File: config.mk
export PLATFORM = sky130hd
export DESIGN_NAME = ptmr_unit
export DESIGN_NICKNAME = d
export VERILOG_FILES = /design/src/rtl/ptmr_pkg.sv /design/src/rtl/ptmr_sel.sv /design/src/rtl/ptmr_count.sv /design/src/rtl/ptmr_wave.sv /design/src/rtl/ptmr_unit.sv
export SDC_FILE = /design/constraint.sdc
export NUM_CORES = 1
export LEC_CHECK = 0
export ABC_AREA = 1
export CAP_MARGIN = 10
export CORE_MARGIN = 1
export CORE_UTILIZATION = 53
export CTS_BUF_LIST = sky130_fd_sc_hd__clkbuf_8
export DETAILED_ROUTE_END_ITERATION = 10
export DONT_BUFFER_PORTS = 1
export PLACE_DENSITY = 0.64
export SETUP_SLACK_MARGIN = 0.02
export SYNTH_ARGS = -nofsm -noshare
export SYNTH_HDL_FRONTEND = slang
export SYNTH_SLANG_ARGS = --single-unit
File: constraint.sdc
create_clock -name clk -period 3.2 [get_ports clk]
set_input_delay 0.48 -clock clk [delete_from_list [all_inputs] [get_ports clk]]
set_output_delay 0.48 -clock clk [all_outputs]
set_load 0.02 [all_outputs]
File: src/rtl/ptmr_pkg.sv
package ptmr_pkg;

    localparam int CKSEL_W = 3;
    localparam int SRC_W   = 5;
    localparam int ADDR_W  = 3;

    typedef enum logic [2:0] {
        WAVE_OFF    = 3'd0,
        WAVE_SINGLE = 3'd1,
        WAVE_TOGGLE = 3'd2,
        WAVE_PWM    = 3'd3
    } wave_e;

    // Mode register layout, MSB first: cascade, trigger, source, clock select, wave.
    typedef struct packed {
        logic               casc;
        logic               trig;
        logic [SRC_W-1:0]   src;
        logic [CKSEL_W-1:0] cksel;
        wave_e              wave;
    } mode_t;

    localparam int MODE_W = $bits(mode_t);

    typedef enum logic [ADDR_W-1:0] {
        A_MODE = 3'd0,
        A_PRI  = 3'd1,
        A_SEC  = 3'd2,
        A_CNT  = 3'd3,
        A_STAT = 3'd4
    } addr_e;

endpackage

File: src/rtl/ptmr_sel.sv
module ptmr_sel
    import ptmr_pkg::*;
#(
    parameter int NUM_CLK = 6,
    parameter int NUM_EVT = 21
) (
    input  logic [NUM_CLK-1:0] clk_tick,
    input  logic [NUM_EVT-1:0] evt_in,
    input  logic [CKSEL_W-1:0] cksel,
    input  logic [SRC_W-1:0]   src,
    output logic               tick,
    output logic               sync_evt,
    output logic               src_none
);

    logic [NUM_CLK-1:0] ck_hit;
    logic [NUM_EVT-1:0] ev_hit;

    // One comparator per clock source; unmatched select values give no tick.
    for (genvar i = 0; i < NUM_CLK; i++) begin : g_ck
        assign ck_hit[i] = clk_tick[i] && (cksel == CKSEL_W'(i));
    end

    // Source value j+1 picks event line j; value zero picks nothing.
    for (genvar j = 0; j < NUM_EVT; j++) begin : g_ev
        assign ev_hit[j] = evt_in[j] && (src == SRC_W'(j + 1));
    end

    assign tick     = |ck_hit;
    assign sync_evt = |ev_hit;
    assign src_none = (src == '0);

endmodule

File: src/rtl/ptmr_count.sv
module ptmr_count #(
    parameter int W = 16
) (
    input  logic         clk,
    input  logic         rst_n,
    input  logic         tick,
    input  logic         sync_evt,
    input  logic         free_run,
    input  logic         trig_mode,
    input  logic         load,
    input  logic [W-1:0] load_val,
    input  logic         clr_run,
    output logic [W-1:0] cnt_q,
    output logic [W-1:0] cnt_d,
    output logic         upd,
    output logic         wrap,
    output logic         run_q
);

    typedef struct packed {
        logic [W-1:0] cnt;
        logic         run;
    } st_t;

    st_t st_q, st_d;
    logic inc;

    always_comb begin
        st_d = st_q;
        upd  = 1'b0;
        wrap = 1'b0;
        inc  = 1'b0;
        if (free_run) begin
            inc = tick;
        end else if (!trig_mode) begin
            if (sync_evt) begin
                st_d.cnt = '0;
                upd      = 1'b1;
            end else begin
                inc = tick;
            end
        end else begin
            if (st_q.run) begin
                inc = tick;
            end else if (sync_evt) begin
                st_d.run = 1'b1;
            end
        end
        if (inc) begin
            st_d.cnt = st_q.cnt + W'(1);
            upd      = 1'b1;
            wrap     = &st_q.cnt;
        end
        if (load) begin
            st_d.cnt = load_val;
            upd      = 1'b0;
            wrap     = 1'b0;
        end
        if (clr_run) begin
            st_d.run = 1'b0;
        end
    end

    always_ff @(posedge clk or negedge rst_n) begin
        if (!rst_n) begin
            st_q <= '0;
        end else begin
            st_q <= st_d;
        end
    end

    assign cnt_q = st_q.cnt;
    assign cnt_d = st_d.cnt;
    assign run_q = st_q.run;

endmodule

File: src/rtl/ptmr_wave.sv
module ptmr_wave
    import ptmr_pkg::*;
(
    input  logic  clk,
    input  logic  rst_n,
    input  logic  hit_pri,
    input  logic  hit_sec,
    input  wave_e wave,
    input  logic  rearm,
    output logic  out_q,
    output logic  done_q
);

    typedef struct packed {
        logic out;
        logic done;
    } wv_t;

    wv_t wv_q, wv_d;

    always_comb begin
        wv_d = wv_q;
        case (wave)
            WAVE_SINGLE: begin
                if (!wv_q.done) begin
                    if (hit_sec) begin
                        if (wv_q.out) begin
                            wv_d.out  = 1'b0;
                            wv_d.done = 1'b1;
                        end
                    end else if (hit_pri) begin
                        wv_d.out = 1'b1;
                    end
                end
            end
            WAVE_TOGGLE: begin
                if (hit_pri) begin
                    wv_d.out = !wv_q.out;
                end
            end
            WAVE_PWM: begin
                if (hit_sec) begin
                    wv_d.out = 1'b0;
                end else if (hit_pri) begin
                    wv_d.out = 1'b1;
                end
            end
            default: begin
                wv_d.out = 1'b0;
            end
        endcase
        if (rearm) begin
            wv_d = '0;
        end
    end

    always_ff @(posedge clk or negedge rst_n) begin
        if (!rst_n) begin
            wv_q <= '0;
        end else begin
            wv_q <= wv_d;
        end
    end

    assign out_q  = wv_q.out;
    assign done_q = wv_q.done;

endmodule

File: src/rtl/ptmr_unit.sv
module ptmr_unit
    import ptmr_pkg::*;
#(
    parameter int CNT_W      = 16,
    parameter int NUM_CLK    = 6,
    parameter int NUM_EVT    = 21,
    parameter bit UPPER_HALF = 1'b0
) (
    input  logic               clk,
    input  logic               rst_n,
    input  logic [NUM_CLK-1:0] clk_tick,
    input  logic [NUM_EVT-1:0] evt_in,
    input  logic               wr_en,
    input  logic [ADDR_W-1:0]  wr_addr,
    input  logic [CNT_W-1:0]   wr_data,
    input  logic [ADDR_W-1:0]  rd_addr,
    output logic [CNT_W-1:0]   rd_data,
    input  logic               casc_wrap_i,
    input  logic [1:0]         casc_hit_i,
    output logic               casc_wrap_o,
    output logic [1:0]         casc_hit_o,
    output logic               cmp_out
);

    localparam int PAD_MODE = CNT_W - MODE_W;
    localparam int PAD_STAT = CNT_W - 2;

    typedef struct packed {
        mode_t            mode;
        logic [CNT_W-1:0] pri;
        logic [CNT_W-1:0] sec;
    } regs_t;

    regs_t regs_q, regs_d;

    logic             tick_own, tick, sync_evt, src_none;
    logic             wr_mode, wr_stat, load_cnt, clr_run, up_casc;
    logic [CNT_W-1:0] cnt_q, cnt_d;
    logic             upd, wrap, run_q, done_q;
    logic             eq_pri, eq_sec, hit_pri, hit_sec;

    // Register file
    always_comb begin
        regs_d = regs_q;
        if (wr_en) begin
            case (wr_addr)
                A_MODE:  regs_d.mode = mode_t'(wr_data[MODE_W-1:0]);
                A_PRI:   regs_d.pri  = wr_data;
                A_SEC:   regs_d.sec  = wr_data;
                default: ;
            endcase
        end
    end

    always_ff @(posedge clk or negedge rst_n) begin
        if (!rst_n) begin
            regs_q <= '0;
        end else begin
            regs_q <= regs_d;
        end
    end

    assign wr_mode  = wr_en && (wr_addr == A_MODE);
    assign wr_stat  = wr_en && (wr_addr == A_STAT);
    assign load_cnt = wr_en && (wr_addr == A_CNT);
    assign clr_run  = wr_mode || (wr_stat && !wr_data[0]);
    assign up_casc  = UPPER_HALF && regs_q.mode.casc;

    ptmr_sel #(
        .NUM_CLK (NUM_CLK),
        .NUM_EVT (NUM_EVT)
    ) u_sel (
        .clk_tick (clk_tick),
        .evt_in   (evt_in),
        .cksel    (regs_q.mode.cksel),
        .src      (regs_q.mode.src),
        .tick     (tick_own),
        .sync_evt (sync_evt),
        .src_none (src_none)
    );

    // The upper half of a pair counts wraps of the lower half.
    assign tick = up_casc ? casc_wrap_i : tick_own;

    ptmr_count #(
        .W (CNT_W)
    ) u_cnt (
        .clk       (clk),
        .rst_n     (rst_n),
        .tick      (tick),
        .sync_evt  (sync_evt),
        .free_run  (src_none),
        .trig_mode (regs_q.mode.trig),
        .load      (load_cnt),
        .load_val  (wr_data),
        .clr_run   (clr_run),
        .cnt_q     (cnt_q),
        .cnt_d     (cnt_d),
        .upd       (upd),
        .wrap      (wrap),
        .run_q     (run_q)
    );

    // Compare against the value the counter is about to take.
    assign eq_pri  = (cnt_d == regs_q.pri);
    assign eq_sec  = (cnt_d == regs_q.sec);
    assign hit_pri = eq_pri && (up_casc ? casc_hit_i[0] : upd);
    assign hit_sec = eq_sec && (up_casc ? casc_hit_i[1] : upd);

    ptmr_wave u_wave (
        .clk     (clk),
        .rst_n   (rst_n),
        .hit_pri (hit_pri),
        .hit_sec (hit_sec),
        .wave    (regs_q.mode.wave),
        .rearm   (wr_mode),
        .out_q   (cmp_out),
        .done_q  (done_q)
    );

    assign casc_wrap_o = wrap && regs_q.mode.casc;
    assign casc_hit_o  = {hit_sec, hit_pri};

    always_comb begin
        case (rd_addr)
            A_MODE:  rd_data = {{PAD_MODE{1'b0}}, regs_q.mode};
            A_PRI:   rd_data = regs_q.pri;
            A_SEC:   rd_data = regs_q.sec;
            A_CNT:   rd_data = cnt_q;
            A_STAT:  rd_data = {{PAD_STAT{1'b0}}, done_q, run_q};
            default: rd_data = '0;
        endcase
    end

endmodule

After elaboration in Yosys (flattened, before gate mapping)
Cells that the tools add are included.
- bits in registers: 64
- logic and storage cells: 135
- bits of input ports: 55
- output and inout port bits: 20
- add/sub/neg operators: 1
- reductions and logical operators: 51
- mux-type cells: 30
- eq/ne operators: 42
- operators with widths (cell ; number):
    16-bit one-hot mux with 5 select lines ; 1
    16-bit two-way mux ; 4
    5-bit by 4-bit equality test with 1-bit output (second input constant) ; 8
    1-bit logical AND ; 34
    16-bit equality test ; 2
    5-bit equality test (second input constant) ; 6
    3-bit by 2-bit equality test with 1-bit output (second input constant) ; 8
    1-bit two-way mux ; 21
    21-bit OR reduction ; 1
    5-bit by 3-bit equality test with 1-bit output (second input constant) ; 4
    17-bit two-way mux ; 1
    16-bit by 1-bit adder with 16-bit output (second input constant) ; 1
    16-bit AND reduction ; 1
    3-bit by 1-bit equality test with 1-bit output (second input constant) ; 4
    3-bit equality test (second input constant) ; 4
    5-bit by 2-bit equality test with 1-bit output (second input constant) ; 2
    2-bit AND reduction ; 5
    3-bit logical NOT ; 3
    3-bit != test (second input constant) ; 2
    6-bit OR reduction ; 1
    5-bit by 1-bit equality test with 1-bit output (second input constant) ; 1
    5-bit logical NOT ; 1
    2-bit two-way mux ; 2
    2-bit nonzero test ; 2
    4 further kinds ; 5

Depth between registers and ports, before layout
Gate-level depths: netlist of run 1.
- depth in word-level cells: 16
- depth in mapped cells: 27
- gate-level depth less buffers: 25

Modules after synthesis
A second synthesis of run 1 with hierarchy kept.
- cell total of the unflattened synthesis: 673
- area, all modules: 4528.1 µm²
- by module, submodules not included (module ; seq. area each (µm²) ; instances ; area each (µm²) ; cells an instance):
    ptmr_unit ; 1126.1 ; 1 ; 2698.8 ; 383
    ptmr_count ; 425.4 ; 1 ; 1303.8 ; 188
    ptmr_sel ; 0.0 ; 1 ; 350.3 ; 72
    ptmr_wave ; 50.0 ; 1 ; 175.2 ; 30

Worst setup path before layout of run 1
No wires, ideal clock.
- path kind: reg2out
- start: register regs_q[41] in the netlist's numbering
- end: output casc_hit_o[1]
- buffers on the path: 3
- setup slack: 573 ps
- required time: 2720 ps
- stages on the path, launching flop included: 20
- arrival time: 2147 ps
- cell sequence: dfrtp_1 -> nor2_2 -> nand3_1 -> nand2_1 -> nor2_1 -> nand2_1 -> nand2_1 -> nand3_2 -> nand2_2 -> buf_6 -> buf_12 -> nand3_2 -> nand3_2 -> nand3_1 -> nand2_1 -> nor2_1 -> nand2_1 -> nor2_2 -> and2_4 -> buf_4
- word-level cells in the longest chain between the ends: 10
- elaborated cells between the ends (all ways): 59
- classes of those cells: 22 x eq/ne; 13 x mux; 24 x reduce/logical
- ends and longest elaborated chain (element ; RTL line ; RTL):
    start, declared ; ptmr_unit.sv:34 ; regs_t regs_q, regs_d;
    start signal, assigned ; ptmr_unit.sv:59 ; regs_q <= regs_d;
    5-bit by 1-bit equality test with 1-bit output (tied with other cells) ; ptmr_sel.sv:26 ; assign ev_hit[j] = evt_in[j] && (src == SRC_W'(j + 1));
    1-bit logical AND ; ptmr_sel.sv:26 ;
    21-bit OR reduction ; ptmr_sel.sv:30 ; assign sync_evt = |ev_hit;
    16-bit two-way mux / 1-bit two-way mux (equally long branches) ; ptmr_count.sv:36 ; if (sync_evt) begin
    16-bit two-way mux / 1-bit two-way mux (equally long branches) ; ptmr_count.sv:35 ; end else if (!trig_mode) begin
    17-bit two-way mux / 1-bit two-way mux (equally long branches) ; ptmr_count.sv:33 ; if (free_run) begin
    16-bit two-way mux ; ptmr_count.sv:49 ; if (inc) begin
    16-bit two-way mux ; ptmr_count.sv:54 ; if (load) begin
    16-bit equality test ; ptmr_unit.sv:106 ; assign eq_sec = (cnt_d == regs_q.sec);
    1-bit logical AND (*) ; ptmr_unit.sv:108 ; assign hit_sec = eq_sec && (up_casc ? casc_hit_i[1] : upd);
    end, declared ; ptmr_unit.sv:21 ; output logic [1:0] casc_hit_o,
Every way passes the cells marked *; elsewhere a longest branch is shown, timed or not. The select of a mux whose other input is x is not followed.

Final worst setup path of run 1
- start: register regs_q[39] in the netlist's numbering
- end: output casc_hit_o[1]
Same word-level chain as after synthesis.

==> flow_metrics.env, run 1 <==
export IMPL_status="finished with violations"
export IMPL_violations="setup timing"
export IMPL_dp_hpwl_mm=9.78
export IMPL_end_kind="output port"
export IMPL_antenna_cells=0
export IMPL_place_gp_congestion=0.886
export IMPL_cts_max_level=3
export IMPL_dr_total_vias=4663
export IMPL_startpoint="regs_q[39]$_DFFE_PN0P_"
export IMPL_rows=33
export IMPL_ys_ff_latch=64
export IMPL_synth_ff_type="dfrtp_1"
export IMPL_drv_slew=0
export IMPL_r2r_slack_ns=0.34
export IMPL_synth_cell_types=40
export IMPL_maxCapViolations=0
export IMPL_path_max_fanout=8
export IMPL_setup_violations_final=2
export IMPL_wl_per_cell_um=16.8
export IMPL_cts_sinks=64
export IMPL_post_route_min_period_ns=3.34
export IMPL_wl_mm=13.9
export IMPL_nets=775
export IMPL_cp_start_kind="register"
export IMPL_drtPass1Iterations=5
export IMPL_worst_pin_slew_ns=0.700
export IMPL_avgViaCountPerCell=5.63
export IMPL_hold_class="in2async"
export IMPL_finalHoldViolCount=0
export IMPL_cts_buffers=9
export IMPL_timing_rr_end="u_wave.out_q$_DFFE_PN0P_"
export IMPL_clk_latency_ns=0.36
export IMPL_coreArea_um2=8340
export IMPL_use_met1=0.413
export IMPL_cp_arrival_ns=2.86
export IMPL_p_leak_nw=2.79
export IMPL_layout_drive_gt1_share=0.230
export IMPL_endpoint="casc_hit_o[1]"
export IMPL_async_reset_ff_frac=1.00
export IMPL_cts_reportedPaths_clkPinSlew_ns=0.07
export IMPL_rsz0062_at_grt="true"
export IMPL_chipWidth_um=95.6
export IMPL_grt_pass1_vias=4481
export IMPL_ant_nets=0
export IMPL_use_met3=0.0502
export IMPL_ios=75
export IMPL_fmax_mhz=299
export IMPL_syn_to_final_growth_pct=18.5
export IMPL_skew_ns=0.0122
export IMPL_yosys_warnings=0
export IMPL_fp_dieArea_um2=9130
export IMPL_r2r_start="regs_q[39]$_DFFE_PN0P_"
export IMPL_cts_root_buf="clkbuf_8"
export IMPL_avgSynthCellArea_um2=6.77
export IMPL_max_slew_margin=0.528
export IMPL_yosysSeqAreaShare=0.345
export IMPL_syn_nets=741
export IMPL_synth_area_um2=4640
export IMPL_die_h_um=95.6
export IMPL_r2r_cells=24
export IMPL_drc=0
export IMPL_met2_usage=0.539
export IMPL_cts_tree="built"
export IMPL_final_period_utilization=1.04
export IMPL_grt_pass1_wl_mm=21.6
export IMPL_dr_first_iter_drc_count=359
export IMPL_grt_use_total=0.319
export IMPL_busiest_layer="met2"
export IMPL_grt_ovfl_total=0
export IMPL_crit_type="reg2out"
export IMPL_portBuffers=0
export IMPL_finalNonFillerCells=828
export IMPL_grt_max_degree=65
export IMPL_power_density_nw_per_um2=712
export IMPL_cts_buffer_depth=2
export IMPL_vdd_drop_max_v=0.000400
export IMPL_synthCells=685
export IMPL_worstPathRequired_ns=2.72
export IMPL_synth_edf_count=0
export IMPL_totalPowerFinal_w=0.00391
export IMPL_place_inst=796
export IMPL_initial_core_util=0.556
export IMPL_antenna_found_initial=0
export IMPL_fin_ws_ns=-0.142
## cell usage after synthesis (2+ instances only)
library cell	count	area share
o211ai_1	2	0.0032
xor2_1	6	0.011
clkbuf_1	13	0.011
nand3_1	96	0.10
o22ai_1	11	0.015
inv_1	105	0.085
xnor2_1	3	0.0057
a221oi_1	2	0.0038
nand4_1	8	0.011
buf_6	2	0.0049
nor2_1	28	0.023
nand3b_1	6	0.0097
nand2_1	189	0.15
nor2_4	2	0.0049
nand3_2	9	0.019
nor2_2	8	0.011
nor3_1	12	0.013
dfrtp_1	64	0.35
nand4_4	3	0.014
a21oi_1	16	0.017
nand2_2	10	0.013
nand3_4	2	0.0076
buf_2	3	0.0032
o21ai_0	60	0.065
buf_4	4	0.0065
nand2_4	2	0.0049
inv_2	6	0.0049
## placed cells by master (no fill, tap or decap), types with 8 or more instances in the layout
cell type  synthesis  layout
o22ai_1           11      11
buf_4              4      34
a21oi_1           16      16
clkbuf_8           0      10
nand2_2           10      25
nand3_1           96      80
o21ai_0           60      60
nor3_1            12      10
nand2_1          189     172
nor2_2             8      15
nor2_1            28      16
nand4_1            8       8
dfrtp_1           64      59
inv_1            105     103
nand3_2            9      23
buf_6              2       8
## worst min-delay path by stage
stage | start | to | slack [ns] | cells after the start
6_report | rst_n | regs_q[6]$_DFFE_PN0P_ | 0.008 | 1
5_1_grt | rst_n | regs_q[40]$_DFFE_PN0P_ | 0.03 | 1
4_1_cts | rst_n | regs_q[41]$_DFFE_PN0P_ | 0.01 | 1
3_5_place_dp | rst_n | regs_q[39]$_DFFE_PN0P_ | 0.19 | 0
3_3_place_gp | rst_n | regs_q[39]$_DFFE_PN0P_ | 0.19 | 0
2_1_floorplan | rst_n | regs_q[0]$_DFFE_PN0P_ | 0.18 | 0
## layer usage
metal,share of wire,vias up
li1,-,2280
met1,0.45,2221
met2,0.48,141
met3,0.050,21
met4,0.018,0
met5,0,-
## kinds of logic (layout without fill, tap and decap cells)
logic type      count (synthesis)  in the layout  synth area share
compound gates                 98             98             0.118
fa+ha+maj                       1              1           0.00270
buf+inv                       134            171             0.119
simple gates                  379            380             0.397
xor+xnor                        9              9            0.0170
flops                          64             64             0.345
## power breakdown
part	total (W)	leakage [nW]	internal, W	switching, W
clock	0.000705	0.101	0.000370	0.000335
combinational	0.00197	1.89	0.000775	0.00120
sequential	0.00124	0.801	0.00100	0.000230
## through the flow
step                      area (µm²)  setup TNS (ns)  setup WS, ns  utilization  hold slack, ns
after global placement          4870               0        0.0623        0.584           0.188
final                           5500          -0.230        -0.142        0.659         0.00763
after global routing            5500          -0.534        -0.274        0.659          0.0302
after detailed placement        4870               0        0.0389        0.584           0.186
after floorplan                 4640               0         0.573            -           0.184
after CTS                       5310         -0.0583       -0.0337        0.637          0.0133
## flip-flops by register name, indices dropped and copies added (netlist names)
| name | cells |
|---|---|
| regs_q | 45 |
| u_cnt.cnt_q | 16 |
| u_cnt.run_q | 1 |
| u_wave.done_q | 1 |
| u_wave.out_q | 1 |
## area by class of cell
type / count / area, µm²
clock buffer: 10 / 138
clock inverter: 5 / 50.0
fill: 777 / 2840
inverter: 111 / 427
multi-input combinational: 488 / 2740
sequential: 64 / 1610
tap: 105 / 131
timing repair buffer: 45 / 408
## critical path: stages, from the launching register on
cell and delay, ns:
dfrtp_2 0.48, buf_6 0.15, nand3_1 0.07, nand2_1 0.06, nand2_1 0.09, nand3_2 0.09, nor2_4 0.13, nand3_4 0.15
nand2_8 0.15, buf_12 0.14, buf_8 0.11, nand4_4 0.09, nand3_2 0.12, nand3_2 0.08, nor2_2 0.14, nand2_1 0.08
nor2_2 0.15, and2_4 0.21
## timing repair
| action | 4_1_cts | 5_1_grt |
|---|---|---|
| hold buffers | 1 | 0 |
| buffers inserted | 7 | 8 |
| cloned | 1 | 0 |
| pin swaps | 25 | 24 |
| endpoints found under the setup margin | 2 | 2 |
| resized for setup | 48 | 35 |
| hold endpoints to repair | 64 | 0 |
Note: power is estimated with default switching activity, not from simulation.
==> run 2, diff against run 1 <==
Settings changed: PLACE_DENSITY 0.64 to 0.67, SETUP_SLACK_MARGIN 0.02 to 0.15.
Clock period 3.2 ns to 2.94 ns, I/O delays scaled along.
==> run 2 against run 1 <==
Compared with the run above: the flow still finishes with violations (setup timing); critical endpoint is now casc_hit_o[0]; combinational power grew 9%; register-to-register slack lost 0.39 ns; sequential cell count is the same; largest power group unchanged; sequential share of layout area decreased by 0.51 points; cell count is 2.3% higher.
==> flow_metrics.env, run 2 (synthesized netlist as in run 1, its figures left out) <==
export IMPL_status="finished with violations"
export IMPL_violations="setup timing"
export IMPL_totalPowerFinal_w=0.00434
export IMPL_drtPass1Iterations=6
export IMPL_pre_cts_slack_ns=-0.164
export IMPL_nets=793
export IMPL_cts_reportedPaths_clkPinSlew_ns=0.08
export IMPL_hold_class="in2reg"
export IMPL_grt_use_total=0.327
export IMPL_ant_nets=0
export IMPL_avgViaCountPerCell=5.73
export IMPL_antenna_cells=0
export IMPL_layout_drive_gt1_share=0.224
export IMPL_rows=33
export IMPL_antenna_found_initial=0
export IMPL_p_sw_w=0.00188
export IMPL_cts_max_level=3
export IMPL_coreArea_um2=8340
export IMPL_end_kind="output port"
export IMPL_cp_arrival_ns=2.87
export IMPL_cts_tree="built"
export IMPL_vdd_drop_max_v=0.000451
export IMPL_cpPeakStageDelay_ns=0.46
export IMPL_fin_ws_ns=-0.372
export IMPL_largest_reg_flops=45
export IMPL_skew_ns=0.00647
export IMPL_cts_buffer_depth=2
export IMPL_fmax_mhz=302
export IMPL_cts_sinks=64
export IMPL_clkPwrFrac=0.202
export IMPL_ios=75
export IMPL_wl_per_cell_um=16.3
export IMPL_intPower_w=0.00247
export IMPL_dp_hpwl_mm=10.1
export IMPL_grt_ovfl_total=0
export IMPL_p_seq_frac=0.305
export IMPL_max_slew_margin=0.523
export IMPL_pwr_share_comb=0.492
export IMPL_power_density_nw_per_um2=777
export IMPL_slowest_stage="dfrtp_2"
export IMPL_path_cells="nor2_4 > nand3_2 > nand2_1 > nor2_1 > nand2_1 > nand2_1 > nand3_2 > nand2_4 > buf_12 > buf_8 > nand4_4 > nand2_2 > nand2_1 > nand2_1 > nor2_2 > nand4_1 > nor2_2 > nand2_2 > inv_4"
export IMPL_place_gp_congestion=0.931
export IMPL_cts_root_buf="clkbuf_8"
export IMPL_clk_latency_ns=0.36
export IMPL_crit_cells=19
export IMPL_worst_pin_slew_ns=0.708
export IMPL_initial_core_util=0.556
export IMPL_post_route_min_period_ns=3.31
export IMPL_drc=0
export IMPL_startpoint="regs_q[40]$_DFFE_PN0P_"
export IMPL_path_max_fanout=8
export IMPL_die_h_um=95.6
export IMPL_r2r_slack_ns=-0.05
export IMPL_timing_rr_end="u_wave.out_q$_DFFE_PN0P_"
export IMPL_cts_buffers=9
export IMPL_setup_violations_final=3
export IMPL_crit_type="reg2out"
export IMPL_largest_register="regs_q"
export IMPL_crit_buf_inv=3
export IMPL_r2r_start="regs_q[40]$_DFFE_PN0P_"
export IMPL_drv_slew=0
export IMPL_grt_pass1_vias=4749
export IMPL_grt_max_degree=65
export IMPL_r2r_cells=25
export IMPL_wl_mm=13.8
export IMPL_cp_start_kind="register"
export IMPL_worstPathRequired_ns=2.50
export IMPL_final_period_utilization=1.13
export IMPL_finalHoldViolCount=0
export IMPL_endpoint="casc_hit_o[0]"
export IMPL_grt_pass1_wl_mm=22.6
export IMPL_dr_first_iter_drc_count=413
export IMPL_rsz0062_at_grt="true"
export IMPL_p_leak_nw=2.88
export IMPL_fp_dieArea_um2=9130
export IMPL_mostFrequentLayoutCells="nand2_1, inv_1, nand3_1, o21ai_0, dfrtp_1"
export IMPL_cp_common_cell="nand2_1"
export IMPL_portBuffers=0
export IMPL_syn_to_final_growth_pct=20.5
export IMPL_swShare=0.432
export IMPL_chipWidth_um=95.6
export IMPL_dr_total_vias=4853
export IMPL_mostFrequentLayoutCell="nand2_1"
export IMPL_tns_ns=-0.776
export IMPL_maxCapViolations=0
export IMPL_cp_top_family="simple AND/OR/NAND/NOR gates"
## run 2: cell count changes in the layout (fill, tap and decap cells not counted), moves of 2 or more
cell and change:
buf_12 +2, buf_4 +20, buf_6 -5, nand2_1 +9, nand2_2 -9, nor2_1 +5, nor2_2 -3, nor2_4 -2
## run 2: worst min-delay path by stage
stage                            from                endpoint  cells after the start
after floorplan                 rst_n   regs_q[0]$_DFFE_PN0P_                      0
after global placement          rst_n  regs_q[39]$_DFFE_PN0P_                      0
after detailed placement        rst_n  regs_q[39]$_DFFE_PN0P_                      0
after CTS                 wr_data[11]  regs_q[43]$_DFFE_PN0P_                      2
after global routing      wr_data[11]  regs_q[43]$_DFFE_PN0P_                      2
final                     wr_data[10]  regs_q[42]$_DFFE_PN0P_                      2
## run 2: area by class of cell
cell class | instances | area (µm²)
clock buffer | 10 | 138
clock inverter | 6 | 83.8
fill | 768 | 2750
inverter | 111 | 422
multi-input combinational | 487 | 2640
sequential | 64 | 1610
tap | 105 | 131
timing repair buffer | 64 | 567
## run 2: repair_timing
action / CTS / global route
setup endpoints to repair: 5 / 5
pin swaps: 18 / 17
hold buffers: 2 / 0
hold endpoints to repair: 64 / 0
setup buffers: 8 / 3
resized for setup: 29 / 26
## run 2: power groups by stage
| stage | logic [W] | clock network (W) | registers (W) |
|---|---|---|---|
| 5_1_grt | 0.00236 | 0.000931 | 0.00135 |
| 4_1_cts | 0.00201 | 0.000898 | 0.00131 |
| 3_3_place_gp | 0.00179 | 0 | 0.00131 |
| 2_1_floorplan | 0.00130 | 0 | 0.00127 |
| 6_report | 0.00214 | 0.000880 | 0.00133 |
| 3_5_place_dp | 0.00185 | 0 | 0.00132 |
## run 2: metrics by stage
| stage | utilization | cell area [µm²] | cells | hold WS (ns) |
|---|---|---|---|---|
| floorplan | - | 4640 | 685 | 0.145 |
| global placement | 0.605 | 5050 | 818 | 0.147 |
| detailed placement | 0.605 | 5050 | 818 | 0.146 |
| CTS | 0.655 | 5460 | 844 | 0.192 |
| global route | 0.670 | 5590 | 847 | 0.200 |
| finish | 0.670 | 5590 | 847 | 0.206 |
## run 2: metal layers
metal	track usage	up-vias	share of wire
met5	0	-	0
met3	0.0542	32	0.059
met1	0.423	2296	0.44
met2	0.539	203	0.48
met4	0.136	0	0.028
li1	-	2322	-
